==> src/rtl/unpk_pkg.sv <==
package unpk_pkg;

    typedef enum logic [2:0] {
        ST_IDLE,
        ST_FETCH,
        ST_EXPAND,
        ST_EMIT,
        ST_FINISH
    } unpk_state_e;

    // Source element width in bits from its 2-bit code.
    function automatic int src_bits(input logic [1:0] code);
        return 1 << code;
    endfunction

    // Destination element width in bits; codes above 5 saturate at 32.
    function automatic int dst_bits(input logic [2:0] code);
        return (code >= 3'd5) ? 32 : (1 << code);
    endfunction

endpackage

==> src/rtl/unpk_elem_slice.sv <==
module unpk_elem_slice
    import unpk_pkg::*;
#(
    parameter int WORD_W = 32
) (
    input  logic [7:0]        byte_i,
    input  logic [1:0]        src_code_i,
    input  logic [2:0]        idx_i,
    input  logic [WORD_W-2:0] offset_i,
    input  logic              zero_add_i,
    output logic [WORD_W-1:0] elem_o
);
    localparam int N_CODES = 4;

    logic [7:0] mask_tab [N_CODES];
    logic [2:0] shamt;
    logic [7:0] shifted;
    logic [7:0] raw;
    logic       bump;

    // One mask per source width code.
    for (genvar g = 0; g < N_CODES; g++) begin : g_mask
        assign mask_tab[g] = 8'((1 << (1 << g)) - 1);
    end

    always_comb begin
        shamt   = 3'(idx_i << src_code_i);
        shifted = byte_i >> shamt;
        raw     = shifted & mask_tab[src_code_i];
        bump    = (raw != 8'd0) || zero_add_i;
        elem_o  = bump ? (WORD_W'(raw) + WORD_W'(offset_i)) : WORD_W'(raw);
    end

endmodule

==> src/rtl/unpk_accum.sv <==
module unpk_accum #(
    parameter int WORD_W = 32,
    parameter int FILL_W = $clog2(WORD_W) + 1
) (
    input  logic              clk,
    input  logic              rst_n,
    input  logic              clear_i,
    input  logic              ins_i,
    input  logic [FILL_W-1:0] step_i,
    input  logic [WORD_W-1:0] elem_i,
    output logic [WORD_W-1:0] word_o,
    output logic              will_fill_o
);
    localparam logic [FILL_W:0] FULL = (FILL_W+1)'(WORD_W);

    logic [WORD_W-1:0] acc_q;
    logic [FILL_W-1:0] fill_q;
    logic [FILL_W:0]   fill_sum;

    always_comb begin
        fill_sum    = {1'b0, fill_q} + {1'b0, step_i};
        will_fill_o = (fill_sum >= FULL);
        word_o      = acc_q;
    end

    always_ff @(posedge clk or negedge rst_n) begin
        if (!rst_n) begin
            acc_q  <= '0;
            fill_q <= '0;
        end else if (clear_i) begin
            acc_q  <= '0;
            fill_q <= '0;
        end else if (ins_i) begin
            acc_q  <= acc_q | (elem_i << fill_q);
            fill_q <= will_fill_o ? FILL_W'(WORD_W) : fill_sum[FILL_W-1:0];
        end
    end

    AST_FILL_BOUND: assert property (@(posedge clk) disable iff (!rst_n)
        fill_q <= FILL_W'(WORD_W));
    AST_NO_INS_FULL: assert property (@(posedge clk) disable iff (!rst_n)
        ins_i |-> (fill_q < FILL_W'(WORD_W)));

endmodule

==> src/rtl/unpk_ctrl.sv <==
module unpk_ctrl
    import unpk_pkg::*;
#(
    parameter int CNT_W  = 16,
    parameter int WORD_W = 32
) (
    input  logic              clk,
    input  logic              rst_n,
    input  logic              start_i,
    input  logic [CNT_W-1:0]  cfg_bytes_i,
    input  logic [1:0]        cfg_src_i,
    input  logic [2:0]        cfg_dst_i,
    input  logic [WORD_W-1:0] cfg_off_i,
    input  logic              in_valid_i,
    input  logic [7:0]        in_data_i,
    input  logic              out_ready_i,
    input  logic              will_fill_i,
    output logic              in_ready_o,
    output logic              out_valid_o,
    output logic              done_o,
    output logic              busy_o,
    output logic              ins_o,
    output logic              acc_clear_o,
    output logic [7:0]        byte_o,
    output logic [2:0]        idx_o,
    output logic [1:0]        src_code_o,
    output logic [2:0]        dst_code_o,
    output logic [WORD_W-2:0] offset_o,
    output logic              zero_add_o
);
    unpk_state_e       state_q, state_n;
    logic [CNT_W-1:0]  bytes_left_q;
    logic [2:0]        idx_q;
    logic [7:0]        byte_q;
    logic              pend_q;
    logic [1:0]        src_q;
    logic [2:0]        dst_q;
    logic [WORD_W-1:0] off_q;
    logic [2:0]        last_idx;
    logic              last_elem;

    always_comb begin
        last_idx  = 3'((4'd8 >> src_q) - 4'd1);
        last_elem = (idx_q == last_idx);
    end

    // Next-state decision.
    always_comb begin
        state_n = state_q;
        unique case (state_q)
            ST_IDLE: begin
                if (start_i)
                    state_n = (cfg_bytes_i == '0) ? ST_FINISH : ST_FETCH;
            end
            ST_FETCH: begin
                if (in_valid_i) state_n = ST_EXPAND;
            end
            ST_EXPAND: begin
                if (will_fill_i)
                    state_n = ST_EMIT;
                else if (last_elem)
                    state_n = (bytes_left_q == CNT_W'(1)) ? ST_FINISH : ST_FETCH;
            end
            ST_EMIT: begin
                if (out_ready_i) begin
                    if (pend_q)
                        state_n = ST_EXPAND;
                    else
                        state_n = (bytes_left_q == '0) ? ST_FINISH : ST_FETCH;
                end
            end
            ST_FINISH: state_n = ST_IDLE;
            default:   state_n = ST_IDLE;
        endcase
    end

    // State register.
    always_ff @(posedge clk or negedge rst_n) begin
        if (!rst_n) state_q <= ST_IDLE;
        else        state_q <= state_n;
    end

    // Job configuration and per-byte counters.
    always_ff @(posedge clk or negedge rst_n) begin
        if (!rst_n) begin
            bytes_left_q <= '0;
            idx_q        <= '0;
            byte_q       <= '0;
            pend_q       <= 1'b0;
            src_q        <= '0;
            dst_q        <= '0;
            off_q        <= '0;
        end else begin
            unique case (state_q)
                ST_IDLE: begin
                    if (start_i) begin
                        bytes_left_q <= cfg_bytes_i;
                        src_q        <= cfg_src_i;
                        dst_q        <= cfg_dst_i;
                        off_q        <= cfg_off_i;
                        idx_q        <= '0;
                        pend_q       <= 1'b0;
                    end
                end
                ST_FETCH: begin
                    if (in_valid_i) begin
                        byte_q <= in_data_i;
                        idx_q  <= '0;
                    end
                end
                ST_EXPAND: begin
                    pend_q <= !last_elem;
                    if (last_elem) begin
                        idx_q        <= '0;
                        bytes_left_q <= bytes_left_q - CNT_W'(1);
                    end else begin
                        idx_q <= idx_q + 3'd1;
                    end
                end
                default: ;
            endcase
        end
    end

    // Outputs decoded from the state.
    always_comb begin
        in_ready_o  = 1'b0;
        out_valid_o = 1'b0;
        done_o      = 1'b0;
        ins_o       = 1'b0;
        acc_clear_o = 1'b0;
        busy_o      = 1'b1;
        unique case (state_q)
            ST_IDLE: begin
                busy_o      = 1'b0;
                acc_clear_o = start_i;
            end
            ST_FETCH:  in_ready_o = 1'b1;
            ST_EXPAND: ins_o = 1'b1;
            ST_EMIT: begin
                out_valid_o = 1'b1;
                acc_clear_o = out_ready_i;
            end
            ST_FINISH: done_o = 1'b1;
            default: ;
        endcase
        byte_o     = byte_q;
        idx_o      = idx_q;
        src_code_o = src_q;
        dst_code_o = dst_q;
        offset_o   = off_q[WORD_W-2:0];
        zero_add_o = off_q[WORD_W-1];
    end

    AST_NO_IN_DURING_OUT: assert property (@(posedge clk) disable iff (!rst_n)
        !(out_valid_o && in_ready_o));
    AST_DONE_SINGLE: assert property (@(posedge clk) disable iff (!rst_n)
        done_o |=> !done_o);
    AST_DONE_TO_IDLE: assert property (@(posedge clk) disable iff (!rst_n)
        done_o |=> !busy_o);
    AST_START_IGNORED: assert property (@(posedge clk) disable iff (!rst_n)
        (busy_o && start_i) |=> ($stable(src_q) && $stable(dst_q) && $stable(off_q)));
    AST_COUNT_DOWN: assert property (@(posedge clk) disable iff (!rst_n)
        busy_o |=> (bytes_left_q <= $past(bytes_left_q)));

endmodule

==> src/rtl/bit_widen_unpack.sv <==
module bit_widen_unpack
    import unpk_pkg::*;
#(
    parameter int CNT_W  = 16,
    parameter int WORD_W = 32
) (
    input  logic              clk,
    input  logic              rst_n,
    input  logic              start_i,
    input  logic [CNT_W-1:0]  cfg_bytes_i,
    input  logic [1:0]        cfg_src_i,
    input  logic [2:0]        cfg_dst_i,
    input  logic [WORD_W-1:0] cfg_off_i,
    input  logic              in_valid_i,
    input  logic [7:0]        in_data_i,
    output logic              in_ready_o,
    output logic              out_valid_o,
    output logic [WORD_W-1:0] out_data_o,
    input  logic              out_ready_i,
    output logic              done_o,
    output logic              busy_o
);
    localparam int FILL_W = $clog2(WORD_W) + 1;

    logic              ins;
    logic              acc_clear;
    logic              will_fill;
    logic [7:0]        cur_byte;
    logic [2:0]        cur_idx;
    logic [1:0]        src_code;
    logic [2:0]        dst_code;
    logic [WORD_W-2:0] offset;
    logic              zero_add;
    logic [WORD_W-1:0] elem;
    logic [FILL_W-1:0] step;

    assign step = FILL_W'(dst_bits(dst_code));

    unpk_ctrl #(.CNT_W(CNT_W), .WORD_W(WORD_W)) i_ctrl (
        .clk         (clk),
        .rst_n       (rst_n),
        .start_i     (start_i),
        .cfg_bytes_i (cfg_bytes_i),
        .cfg_src_i   (cfg_src_i),
        .cfg_dst_i   (cfg_dst_i),
        .cfg_off_i   (cfg_off_i),
        .in_valid_i  (in_valid_i),
        .in_data_i   (in_data_i),
        .out_ready_i (out_ready_i),
        .will_fill_i (will_fill),
        .in_ready_o  (in_ready_o),
        .out_valid_o (out_valid_o),
        .done_o      (done_o),
        .busy_o      (busy_o),
        .ins_o       (ins),
        .acc_clear_o (acc_clear),
        .byte_o      (cur_byte),
        .idx_o       (cur_idx),
        .src_code_o  (src_code),
        .dst_code_o  (dst_code),
        .offset_o    (offset),
        .zero_add_o  (zero_add)
    );

    unpk_elem_slice #(.WORD_W(WORD_W)) i_slice (
        .byte_i     (cur_byte),
        .src_code_i (src_code),
        .idx_i      (cur_idx),
        .offset_i   (offset),
        .zero_add_i (zero_add),
        .elem_o     (elem)
    );

    unpk_accum #(.WORD_W(WORD_W), .FILL_W(FILL_W)) i_accum (
        .clk         (clk),
        .rst_n       (rst_n),
        .clear_i     (acc_clear),
        .ins_i       (ins),
        .step_i      (step),
        .elem_i      (elem),
        .word_o      (out_data_o),
        .will_fill_o (will_fill)
    );

    AST_OUT_HOLD: assert property (@(posedge clk) disable iff (!rst_n)
        (out_valid_o && !out_ready_i) |=> (out_valid_o && $stable(out_data_o)));

endmodule

==> config.mk <==
export PLATFORM = sky130hd
export DESIGN_NAME = bit_widen_unpack
export DESIGN_NICKNAME = d
export VERILOG_FILES = /design/src/rtl/unpk_pkg.sv /design/src/rtl/unpk_elem_slice.sv /design/src/rtl/unpk_accum.sv /design/src/rtl/unpk_ctrl.sv /design/src/rtl/bit_widen_unpack.sv
export SDC_FILE = /design/constraint.sdc
export NUM_CORES = 1
export LEC_CHECK = 0
export ABC_AREA = 1
export BUFFER_PORTS_ARGS = -buffer_cell sky130_fd_sc_hd__buf_4
export CORE_ASPECT_RATIO = 0.6
export CORE_UTILIZATION = 35
export CTS_CLUSTER_DIAMETER = 200
export CTS_CLUSTER_SIZE = 24
export DETAILED_ROUTE_END_ITERATION = 10
export SYNTH_ARGS = -nofsm -noshare
export SYNTH_HDL_FRONTEND = slang
export SYNTH_SLANG_ARGS = --single-unit
==> constraint.sdc <==
create_clock -name clk -period 7.5 [get_ports clk]
set_input_delay 0.75 -clock clk [delete_from_list [all_inputs] [get_ports clk]]
set_output_delay 0.75 -clock clk [all_outputs]
set_load 0.01 [all_outputs]
==> metrics.txt <==
CP Launch Type=flip-flop; final hold viol count=0; vias in the first global route=~8200; Max FO, Critical Path=11; commonest cells in the netlist=348 x nand2_1, 237 x nand3_1, 138 x inv_1; status=complete, no violations; clock transition at the registers of the reported paths=80 ps; DP HPWL=20400 um; Routed WL per cell=approximately 16 um; Bufs and invs on worst path=1; CTS tree=yes; Final ANT Viol Nets=0; Critical Path AT=4380 ps; M2 GR Usage=about a third; number of buffers created by CTS=9; WS Path Type=reg2reg; RSZ-0062 raised after global routing=no; gr usage total=22.4%; #FFs+latches synth=106; CP delay by family, top=simple AND/OR/NAND/NOR gates; Yosys warning count=0; Mean Syn Cell Area=6.43 um^2; sequential fraction of the synthesis area=31.9%; initial antenna violation count=0; Area Overhead vs Synth=15.2%; Die Span Y=121 um; final worst-path cycle share=approximately 55%; Area contributors post-synth=dfrtp_1 32%, nand2_1 16%, nand3_1 14%; share of the synthesized area in the top cell type=31.9%; Placement Rows=43; GP Congestion=0.904; HP Class=in2async; largest vdd supply drop=0.213 mV; total gr overflow=0; Vias=roughly 9000; post-CTS sizing=0; area of the die=24400 um^2; clock root buffer=clkbuf_16; fmax=241 MHz; CP endpoint kind=flip-flop; fin. max-slew vios=0; share of layout cells above drive strength 1=13.8%; Max Clock Skew=approximately 14 ps; Die Width=201 um; Post-Route Setup TNS=0 ps; most frequent cell after synthesis=nand2_1; power consumption=approximately 4.7 mW; Synth cell types=47; fill cell count=about 2500; diode count=0; Critical Path RT=7730 ps; CTS Hold Buffers Added=0; Setup Buffers After CTS=0; Pleak=4.72 nW; GRT Max-Usage Layer=met1; power per cell area=487 nW/um^2; placed insts=1664; slowest cell delay on critical path=500 ps; GRT met3 Usage=4.81%; Worst Tran Pin Value=1100 ps; H-tree depth=3; NumNets Final=approximately 1400; Reg2Reg Setup Slack=approximately 3400 ps; Synth Flop Type=dfrtp_1; Post-route DRC=0; CP most frequent cell=nand2_1; Max Cap Viol=0; Clock Latency Late Sink=approximately 400 ps; Rel. slew slack=around a quarter; Post-Route WL=roughly 26000 um; pin count of the biggest net entering global routing=70; DR iter-0 viols=867; Final setup viols=0; syn nets=1374; met1 Usage GRT=34.0%; Post-Synthesis Cells=about 1300; Clock Path Buffers=2; Initial Util=35.9%; I/O pin cnt=102; first-pass GRT wire length=43200 um; Finished Layout Cells=1679; post-route minimum period=just over 4000 ps; number of flops mapped to enable cells by yosys=0; Slowest cell on crit path=fa_1; Post-synth ARST share=between 90% and 100%; top cell type by total area after synthesis=dfrtp_1; Synth Cell Area=~8300 um^2; first drt pass iteration count=8; core region area=23200 um^2; number of buffers added on ports=101; detailed-route vias per instance=5.26; CTS sink count=106
## state kept, by name (all words and copies together), names as in the netlist
| register | flops |
|---|---|
| i_ctrl.src_code_o | 2 |
| i_ctrl.dst_code_o | 3 |
| i_accum.fill_q | 6 |
| i_ctrl.byte_o | 8 |
| i_ctrl.idx_o | 3 |
| i_ctrl.pend_q | 1 |
| i_ctrl.bytes_left_q | 16 |
| i_ctrl.off_q | 32 |
| i_accum.word_o | 32 |
| i_ctrl.state_q | 3 |
## cells in the final DEF (no fill, tap or decap), types with 6 or more instances in the layout
| master | count |
|---|---|
| a21oi_1 | 57 |
| a31oi_1 | 7 |
| buf_4 | 108 |
| clkbuf_16 | 9 |
| dfrtp_1 | 106 |
| ha_1 | 13 |
| inv_1 | 138 |
| inv_2 | 6 |
| nand2_1 | 348 |
| nand2_2 | 22 |
| nand3_1 | 237 |
| nand3_2 | 10 |
| nand4_1 | 21 |
| nor2_1 | 91 |
| nor3_1 | 29 |
| nor4_1 | 11 |
| o21ai_0 | 71 |
| o21ai_1 | 12 |
| o21ba_2 | 6 |
## path summary, 6_finish.rpt
kind / startpoint / endpoint / cells past startpoint
max in group asynchronous: rst_n / i_ctrl.bytes_left_q[2]$_DFFE_PN0P_ / 2
min in group clk: i_ctrl.off_q[31]$_DFFE_PN0P_ / i_ctrl.off_q[31]$_DFFE_PN0P_ / 2
min: rst_n / i_ctrl.off_q[20]$_DFFE_PN0P_ / 1
min reg2reg: i_ctrl.off_q[31]$_DFFE_PN0P_ / i_ctrl.off_q[31]$_DFFE_PN0P_ / 2
max reg2reg: i_ctrl.src_code_o[1]$_DFFE_PN0P_ / i_accum.word_o[30]$_DFFE_PN0P_ / 25
max: i_ctrl.src_code_o[1]$_DFFE_PN0P_ / i_accum.word_o[30]$_DFFE_PN0P_ / 25
## where the power goes
| group | internal [mW] | total, mW | leakage (nW) | switching, mW |
|---|---|---|---|---|
| clock | 0.228 | 0.476 | 0.134 | 0.248 |
| sequential | 0.821 | 1.09 | 1.33 | 0.270 |
| combinational | 1.01 | 3.09 | 3.25 | 2.08 |
| total | 2.06 | 4.66 | 4.72 | 2.60 |
## per-stage QoR
step | cell area [um^2] | utilization, % | hold slack [ps] | setup slack [ps]
4_1_cts | 9580 | 41.3 | 370 | 3420
6_report | 9580 | 41.3 | 352 | 3350
3_5_place_dp | 9300 | 40.1 | 463 | 3440
3_3_place_gp | 9300 | 40.1 | 463 | 3490
5_1_grt | 9580 | 41.3 | 396 | 2890
2_1_floorplan | 8310 | - | 433 | 4220
## layout make-up
class                           count  area (um^2)  share of cell area (%)
Clock buffer                        9          225                    2.35
Clock inverter                      6         50.0                   0.523
Inverter                          147          552                    5.76
Multi-Input combinational cell    988         4890                    51.1
Sequential cell                   106         2650                    27.7
Tap cell                          315          394                    4.12
Timing Repair Buffer              108          811                    8.47
## routing by layer
| metal | vias to the layer above | part of all wire (%) |
|---|---|---|
| met5 | - | 0 |
| met4 | 0 | 0.77 |
| met3 | 23 | 6.1 |
| met2 | 253 | 41 |
| met1 | 4132 | 53 |
| li1 | 4424 | - |
## worst register-to-register path: stages (launching register included)
cell	delay, ps
dfrtp_1	470
nor2_4	220
nand2_2	160
nand2_1	100
nand2_1	70
nand2_1	80
nand2_2	90
nand2_1	60
a21boi_2	210
inv_1	70
ha_1	210
fa_1	500
nand4_1	220
nand2_1	200
nand3_1	160
nand3_1	120
nand3_1	130
nand2_1	80
nand3_1	130
nand3_1	130
nand3_1	140
nand2_1	70
nor2_1	160
nor2_1	60
nor2_1	80
nor2_1	40
## kinds of logic (layout without fill, tap and decap cells)
family / after synthesis / count (layout) / synth area share (%)
and+or+nand+nor: 790 / 790 / 43.5
buffers and inverters: 199 / 270 / 9.35
AOI/OAI and AO/OA: 172 / 172 / 11.6
DFF: 106 / 106 / 31.9
adders and majority gates: 15 / 15 / 2.44
xor gates and xnor gates: 7 / 7 / 0.737
muxes: 4 / 4 / 0.512
(Power assumes the default switching activity.)
